===== src/rtl/clkdiv_pkg.sv =====
package clkdiv_pkg;

  localparam int NUM_SRC = 4;
  localparam int SEL_W   = 2;

  typedef enum logic [2:0] {
    MODE_PLUS1     = 3'd0,
    MODE_DOUBLE    = 3'd1,
    MODE_EXP       = 3'd2,
    MODE_PLUS1_DBL = 3'd3,
    MODE_NONZERO   = 3'd4
  } div_mode_e;

  // Register code that selects stream i: the top stream uses code 4.
  function automatic logic [2:0] src_code(input int i);
    return (i == NUM_SRC - 1) ? 3'd4 : 3'(i);
  endfunction

endpackage


===== src/rtl/clkdiv_ratio_decode.sv =====
module clkdiv_ratio_decode
  import clkdiv_pkg::*;
#(
  parameter int FIELD_W = 15,
  parameter int RATIO_W = FIELD_W + 2
) (
  input  logic [FIELD_W-1:0] field,
  input  logic [2:0]         mode,
  output logic [RATIO_W-1:0] ratio
);

  localparam int EXP_MAX = RATIO_W - 1;

  logic [RATIO_W-1:0] fext;
  logic [RATIO_W-1:0] raw;

  always_comb begin
    fext = RATIO_W'(field);
    unique case (div_mode_e'(mode))
      MODE_PLUS1:     raw = fext + 1'b1;
      MODE_DOUBLE:    raw = fext << 1;
      MODE_EXP:       raw = (32'(field) >= EXP_MAX) ? (RATIO_W'(1) << EXP_MAX)
                                                    : (RATIO_W'(1) << field);
      MODE_PLUS1_DBL: raw = (fext + 1'b1) << 1;
      MODE_NONZERO:   raw = fext;
      default:        raw = fext + 1'b1;
    endcase
    ratio = (raw == '0) ? RATIO_W'(1) : raw;
  end

endmodule


===== src/rtl/clkdiv_src_select.sv =====
module clkdiv_src_select
  import clkdiv_pkg::*;
(
  input  logic [2:0]       code,
  output logic [SEL_W-1:0] idx
);

  always_comb begin
    idx = '0;
    for (int i = 0; i < NUM_SRC; i++) begin
      if (code == src_code(i)) idx = SEL_W'(i);
    end
  end

endmodule


===== src/rtl/clkdiv_core.sv =====
module clkdiv_core
  import clkdiv_pkg::*;
#(
  parameter int RATIO_W = 17
) (
  input  logic               clk,
  input  logic               rst,
  input  logic [NUM_SRC-1:0] src_tick,
  input  logic               gate_open,
  input  logic [RATIO_W-1:0] sh_ratio,
  input  logic [SEL_W-1:0]   sh_sel,
  input  logic               sh_inv,
  output logic               div_out
);

  logic [RATIO_W-1:0] act_ratio;
  logic [SEL_W-1:0]   act_sel;
  logic               act_inv;
  logic [RATIO_W-1:0] pos;

  logic tick, last, level, out_nxt, reload;

  always_comb begin
    tick    = src_tick[act_sel];
    last    = (pos == act_ratio - 1'b1);
    level   = (act_ratio == RATIO_W'(1)) ? tick : (pos < (act_ratio >> 1));
    out_nxt = gate_open & (level ^ act_inv);
    reload  = !gate_open || (tick && last);
  end

  always_ff @(posedge clk) begin
    if (rst) begin
      div_out   <= 1'b0;
      pos       <= '0;
      act_ratio <= RATIO_W'(1);
      act_sel   <= '0;
      act_inv   <= 1'b0;
    end else begin
      div_out <= out_nxt;
      if (reload) begin
        pos       <= '0;
        act_ratio <= sh_ratio;
        act_sel   <= sh_sel;
        act_inv   <= sh_inv;
      end else if (tick) begin
        pos <= pos + 1'b1;
      end
    end
  end

endmodule


===== src/rtl/clkdiv_multimode.sv =====
module clkdiv_multimode
  import clkdiv_pkg::*;
#(
  parameter int FIELD_W  = 15,
  parameter int NUM_GATE = 4
) (
  input  logic                  clk,
  input  logic                  rst,
  input  logic                  cfg_we,
  input  logic [FIELD_W-1:0]    cfg_field,
  input  logic [2:0]            cfg_mode,
  input  logic [2:0]            cfg_src,
  input  logic                  cfg_inv,
  input  logic [NUM_SRC-1:0]    src_tick,
  input  logic [NUM_GATE-1:0]   gate_en,
  output logic                  div_out,
  output logic [FIELD_W+1:0]    ratio_rd
);

  localparam int RATIO_W = FIELD_W + 2;

  logic [RATIO_W-1:0] dec_ratio;
  logic [SEL_W-1:0]   dec_sel;
  logic [SEL_W-1:0]   sh_sel;
  logic               sh_inv;

  clkdiv_ratio_decode #(.FIELD_W(FIELD_W), .RATIO_W(RATIO_W)) u_decode (
    .field (cfg_field),
    .mode  (cfg_mode),
    .ratio (dec_ratio)
  );

  clkdiv_src_select u_select (
    .code (cfg_src),
    .idx  (dec_sel)
  );

  always_ff @(posedge clk) begin
    if (rst) begin
      ratio_rd <= RATIO_W'(1);
      sh_sel   <= '0;
      sh_inv   <= 1'b0;
    end else if (cfg_we) begin
      ratio_rd <= dec_ratio;
      sh_sel   <= dec_sel;
      sh_inv   <= cfg_inv;
    end
  end

  clkdiv_core #(.RATIO_W(RATIO_W)) u_core (
    .clk       (clk),
    .rst       (rst),
    .src_tick  (src_tick),
    .gate_open (&gate_en),
    .sh_ratio  (ratio_rd),
    .sh_sel    (sh_sel),
    .sh_inv    (sh_inv),
    .div_out   (div_out)
  );

endmodule


===== config.mk =====
export PLATFORM = sky130hd
export DESIGN_NAME = clkdiv_multimode
export DESIGN_NICKNAME = d
export VERILOG_FILES = /design/src/rtl/clkdiv_pkg.sv /design/src/rtl/clkdiv_ratio_decode.sv /design/src/rtl/clkdiv_src_select.sv /design/src/rtl/clkdiv_core.sv /design/src/rtl/clkdiv_multimode.sv
export SDC_FILE = /design/constraint.sdc
export NUM_CORES = 1
export LEC_CHECK = 0
export ABC_CLOCK_PERIOD_IN_PS = 3080
export BUFFER_PORTS_ARGS = -buffer_cell sky130_fd_sc_hd__clkbuf_2
export CAP_MARGIN = 20
export CORE_ASPECT_RATIO = 0.5
export CORE_UTILIZATION = 60
export CTS_CLUSTER_SIZE = 28
export DETAILED_ROUTE_END_ITERATION = 10
export GPL_TIMING_DRIVEN = 0
export HOLD_SLACK_MARGIN = 0.08
export PLACE_DENSITY = 0.79
export SETUP_SLACK_MARGIN = 0.1
export SLEW_MARGIN = 20
export SYNTH_ARGS = -nofsm -noshare
export SYNTH_HDL_FRONTEND = slang
export SYNTH_HIERARCHICAL = 1
export SYNTH_SLANG_ARGS = --single-unit

===== constraint.sdc =====
create_clock -name clk -period 3.08 [get_ports clk]
set_clock_uncertainty 0.1 [all_clocks]
set_input_delay 0.616 -clock clk [delete_from_list [all_inputs] [get_ports clk]]
set_output_delay 0.616 -clock clk [all_outputs]
set_load 0.1 [all_outputs]

* Yosys cells after proc, flatten, opt, wreduce, memory -nomap -nowiden *
Cells that the tools add are included.

cells by class
  $lt $le $gt $ge = 3
  equality and inequality tests = 9
  add/sub/neg operators = 3
  multiplexer cells = 9
  reduce and logical (&&, ||, !) cells = 6
  shift-type cells = 1
  bitwise gates (word level) = 2

operators with widths
  cell                                                         count
  case mux 17 bit (4 select lines)                             1
  two-way mux 17 bit                                           2
  adder 17 x 1 -> 17 bit (second input constant)               1
  == test 17 x 1 -> 1 bit (second input constant)              1
  == test 17 bit                                               1
  zero test 17 bit                                             1
  less-than comparator 17 x 16 -> 1 bit                        1
  << shifter 1 x 15 -> 17 bit (first input constant)           1
  subtractor 17 x 1 -> 17 bit (second input constant)          1
  adder 15 x 1 -> 16 bit (second input constant)               1
  >= comparator 15 x 5 -> 1 bit (second input constant)        1
  == test 3 x 2 -> 1 bit (second input constant)               3
  == test 3 x 1 -> 1 bit (second input constant)               2
  == test 3 bit (second input constant)                        2
  two-way mux 2 bit                                            2
  AND reduction 4 bit                                          1
  less-than comparator 2 x 3 -> 1 bit (second input constant)  1
  two-way mux 1 bit                                            3
  binary-select mux 1 bit (select 2 bit)                       1
  OR reduction 2 bit                                           1
  bitwise AND 1 bit                                            1
  logical AND 1 bit                                            1
  zero test 1 bit                                              1
  logical OR 1 bit                                             1
  bitwise XOR 1 bit                                            1

storage, ports and cells
  output and inout port bits = 18
  logic and storage cells = 41
  input bits = 33
  bits in registers = 58

* Depth between registers and ports, before layout *
  depth after elaboration = 5
  depth in mapped cells = 12
  mapped depth without buffers = 11

* By module *
Netlist, hierarchy kept.

modules (own cells, without submodules)
  module               cells each  seq. area each (sq um)  instances  area an instance (sq um)
  clkdiv_core          304         760.7                   1          2,576.2
  clkdiv_ratio_decode  222         0.0                     1          1,460.2
  clkdiv_multimode     65          400.4                   1          716.9
  clkdiv_src_select    4           0.0                     1          25.0

* Worst setup path after synthesis *
Ideal clock, no wire load.

  kind = input to register
  start point = in cfg_field[4]
  end point = reg ratio_rd[0]
  stages = 10
  path buffers = 2
  data required time = 2,860 ps
  data arrival time = 2,594 ps
  setup slack = 266 ps
  setup time = 120 ps
  path through = buf_6 -> or4_4 -> buf_6 -> nor4_4 -> nand2_1 -> a221oi_2 -> nor4_1 -> nand3_1 -> o31ai_2 -> a211o_1

between the ends
  longest elaborated chain between the ends = 5
  elaborated cells between the ends (all ways) = 7
  classes of those cells = 1 x add/sub; 1 x order compare; 1 x shift; 3 x mux; 1 x reduce/logical

RTL lines
  item                                                                                 RTL line                                              text
  start, declared                                                                      clkdiv_multimode.sv:10                                input logic [FIELD_W-1:0] cfg_field,
  >= comparator 15 x 5 -> 1 bit / << shifter 1 x 15 -> 17 bit (equally long branches)  clkdiv_ratio_decode.sv:22, clkdiv_ratio_decode.sv:23
  two-way mux 17 bit                                                                   clkdiv_ratio_decode.sv:22                             MODE_EXP: raw = (32'(field) >= EXP_MAX) ? (RATIO_W'(1) << EXP_MAX)
  case mux 17 bit (4 select lines) *                                                   clkdiv_ratio_decode.sv:19                             unique case (div_mode_e'(mode))
  zero test 17 bit                                                                     clkdiv_ratio_decode.sv:28                             ratio = (raw == '0) ? RATIO_W'(1) : raw;
  two-way mux 17 bit *                                                                 clkdiv_ratio_decode.sv:28
  net dec_ratio[0]                                                                     clkdiv_multimode.sv:22                                logic [RATIO_W-1:0] dec_ratio;
  end signal, assigned                                                                 clkdiv_multimode.sv:44                                ratio_rd <= dec_ratio;
  end, declared                                                                        clkdiv_multimode.sv:17                                output logic [FIELD_W+1:0] ratio_rd

The timed path passes the listed nets; every way through them passes the cells marked *.
A chain may end at the register's enable or synchronous reset.

* Final worst setup path *
  start point = reg u_core.act_ratio[3]
  end point = reg u_core.pos[12]

between the ends
  longest elaborated chain between the ends = 5

RTL lines
  item                                 RTL line           text
  start, declared                      clkdiv_core.sv:16  logic [RATIO_W-1:0] act_ratio;
  start signal, assigned               clkdiv_core.sv:42  act_ratio <= sh_ratio;
  subtractor 17 x 1 -> 17 bit          clkdiv_core.sv:25  last = (pos == act_ratio - 1'b1);
  == test 17 bit                       clkdiv_core.sv:25
  logical AND 1 bit                    clkdiv_core.sv:28  reload = !gate_open || (tick && last);
  logical OR 1 bit                     clkdiv_core.sv:28
  OR reduction 2 bit (no source line)  --
  end signal, assigned                 clkdiv_core.sv:46  pos <= pos + 1'b1;
  end, declared                        clkdiv_core.sv:19  logic [RATIO_W-1:0] pos;

No other way between the ends.

==> reports/summary.txt <==
vias: 4805
final non-filler cell total: 772
Place WS: -0.133 ns
Slew HR: 45.5%
most frequent cells in the layout: 93 x nor2_1, 55 x dfxtp_1, 46 x clkbuf_2, 39 x mux2i_1, 32 x nand2_1
CP max FO: 10
# clock sinks: 58
worst vdd ir: 0.294 mV
Syn Inst Count: 595
Core Region: 7510 sq um
CTS buffer count: 9
# placed instances: 749
ANT cells: 0
GPL Wtd Cong: 0.966
number of library cell types mapped by synthesis: 74
vias per std cell: 6.22
Nets: 713
Avg WL per Cell: 17.4 microns
Hold WS: 0.405 ns
syn_area_per_cell: 8.03 sq um
largest net degree at the start of global routing: 11
synthesis warning total: 6
Worst Setup End Kind: flip-flop
Slew Viols, Final: 0
Final Worst Setup Slack: 0.175 ns
critical path's largest stage delay: 0.60 ns
Post-synth ARST share: 0%
Cell Area, Synth: 4780 sq um
first drt pass iteration count: 5
DIE AREA: 8350 sq um
cell area power density: 445 nW/um^2
clock slew seen by the registers of the worst setup and hold paths: 0.05 ns
Tmin final: 2.90 ns
Syn-to-layout area delta: 17.9%
H-tree levels: 3
hold crit path type: flip-flop to flip-flop
synthesized flop and latch total: 58
period utilisation layout: 94.3%
Starting DRT DRC Count: 468
io pins: 51
prevailing post-synth register cell: dfxtp_1
GRT Residual Overflow: 0
Die X: 128 microns
Antenna Nets Post-Route: 0
worst path cell trace: buf_6 > or4_4 > or3_4 > a211oi_2 > nand4_1 > or4_4 > nand2_8 > buf_6 > nor2_1
Die H: 65.1 microns
Post-synth EDFFs: 0
Max Buffers Root-to-Sink: 2
CTS root buf: clkbuf_16
CTS tree: built
Seq/Total Area, Yosys: 24.3%
Arrival @ worst endpoint: 3.02 ns
Initial Util: 63.6%
fillers: 576
Total GRT Usage: 32.9%
share of post-route cells with drive strength above 1: 20.5%
DR DRC count: 0
max_cap viols: 0
first-pass GRT wire length: 21.6 mm
fmax: 344 MHz
DP HPWL: 9.53 mm
Syn Nets: 648
total power: 0.00251 W
Hold Buf Count CTS: 0
row count: 22
final wirelength: 13.4 mm
Worst-Skew Late Latency: 0.33 ns
Crit path max-delay family: simple AND/OR/NAND/NOR gates
Register Area: 1160 sq um
WP buf/inv: 2
Static Leak: 2.42 nW
worst-margin pin slew: 0.816 ns
vias in the first global route: 4385
status: finished clean
Slowest-stage cell, CP: or4_4
initial antenna violation count: 0
Hold Vio Cnt, Final: 0
IO buf count: 46
setup violators final: 0
most common cell after layout, fill and taps aside: nor2_1
RSZ-0062 raised after global routing: false
CP startpoint kind: flip-flop
worst path required time: 3.19 ns
WS Path Type: flip-flop to flip-flop
area of the multi-input gates: 3360 sq um
-- cells in the mapped netlist, types with 3 or more instances --
cell type,n,share of area (%)
a2111oi_0,3,0.55
a211oi_1,8,1.3
a21o_1,7,1.1
a21oi_1,16,1.7
a221o_1,3,0.63
a22oi_1,8,1.3
a311oi_1,3,0.55
and3_1,11,1.4
and4_1,7,1.3
buf_2,17,1.8
buf_6,9,2.1
clkbuf_1,10,0.79
dfxtp_1,58,24
ha_1,20,5.2
inv_1,29,2.3
mux2i_1,40,8.4
nand2_1,32,2.5
nand2b_1,5,0.65
nand3_1,26,2.7
nand4_1,16,2.1
nor2_1,93,7.3
nor2b_1,6,0.79
nor3_1,8,0.84
nor3b_1,4,0.63
nor4_1,13,1.7
o211a_1,3,0.63
o211ai_1,3,0.47
o21ai_0,12,1.3
o22ai_1,6,0.79
o31ai_1,4,0.63
or2_2,3,0.39
or3_1,5,0.65
or4_1,5,0.79
or4_4,3,0.71
xnor2_1,29,5.3
xor2_1,21,3.8
-- worst reg2reg max path, cell delays in order (launching register included) --
cell      delay [ns]
dfxtp_1         0.30
buf_6           0.12
or4_4           0.56
or3_4           0.39
a211oi_2        0.22
nand4_1         0.19
or4_4           0.60
nand2_8         0.12
buf_6           0.14
nor2_1          0.05
-- per-stage QoR --
step / cell area [sq um] / utilization, % / setup TNS, ns
after floorplan: 4780 / - / 0
after global placement: 5140 / 68.4 / -1.38
after detailed placement: 5140 / 68.4 / -1.99
after CTS: 5520 / 73.5 / 0
after global routing: 5630 / 74.9 / 0
final: 5630 / 74.9 / 0
-- power by group --
part | switching (W) | internal [W]
Clock | 0.000343 | 0.000701
Sequential | 0.0000397 | 0.000785
Combinational | 0.000426 | 0.000214
Total | 0.000808 | 0.00170
-- final timing paths --
check / from / cells past startpoint / endpoint / slack (ns)
worst max-delay path: u_core/act_ratio[3] / 9 / u_core/pos[12] / 0.18
worst min-delay path: sh_inv / 2 / sh_inv / 0.40
worst max register to register: u_core/act_ratio[3] / 9 / u_core/pos[12] / 0.18
worst min register to register: sh_inv / 2 / sh_inv / 0.40
-- cell type report --
class	count	share of cell area [%]
clock inverters	5	1.42
multi-input cells	469	59.7
flip-flops and latches	58	20.7
clock buffers	10	4.07
plain buffers	39	4.51
inverters	29	1.93
well taps	108	2.40
repair buffers	54	5.29
-- metal layers --
metal,global-route usage (%),vias to the layer above,routed length [microns]
met5,0,-,0
met1,40.6,2221,5770
met4,15.7,0,374
met3,6.35,40,1020
li1,-,2291,-
met2,55.9,253,6290
-- kinds of logic (layout without fill, tap and decap cells) --
group / Yosys count / in the layout / synth area share, %
multiplexers: 42 / 42 / 9.09
AND/OR/NAND/NOR: 254 / 254 / 28.1
AO/OA/AOI/OAI: 101 / 101 / 16.0
adder cells (fa/ha/maj): 20 / 20 / 5.24
XOR/XNOR: 52 / 52 / 9.85
flip-flops: 58 / 58 / 24.3
buffers and inverters: 68 / 137 / 7.36
-- registers in the layout (all words and copies together) (netlist names) --
register,cells
u_core/act_ratio,17
sh_sel,2
u_core/pos,17
u_core/act_sel,2
ratio_rd,17
u_core/act_inv,1
u_core/div_out,1
sh_inv,1
-- timing repair --
action / in CTS / in global routing
gates cloned: 2 / 0
gates resized for setup: 9 / 22
pin swaps: 2 / 6
setup buffers: 2 / 4
endpoints found under the setup margin: 30 / 31
(Power assumes the default switching activity.)
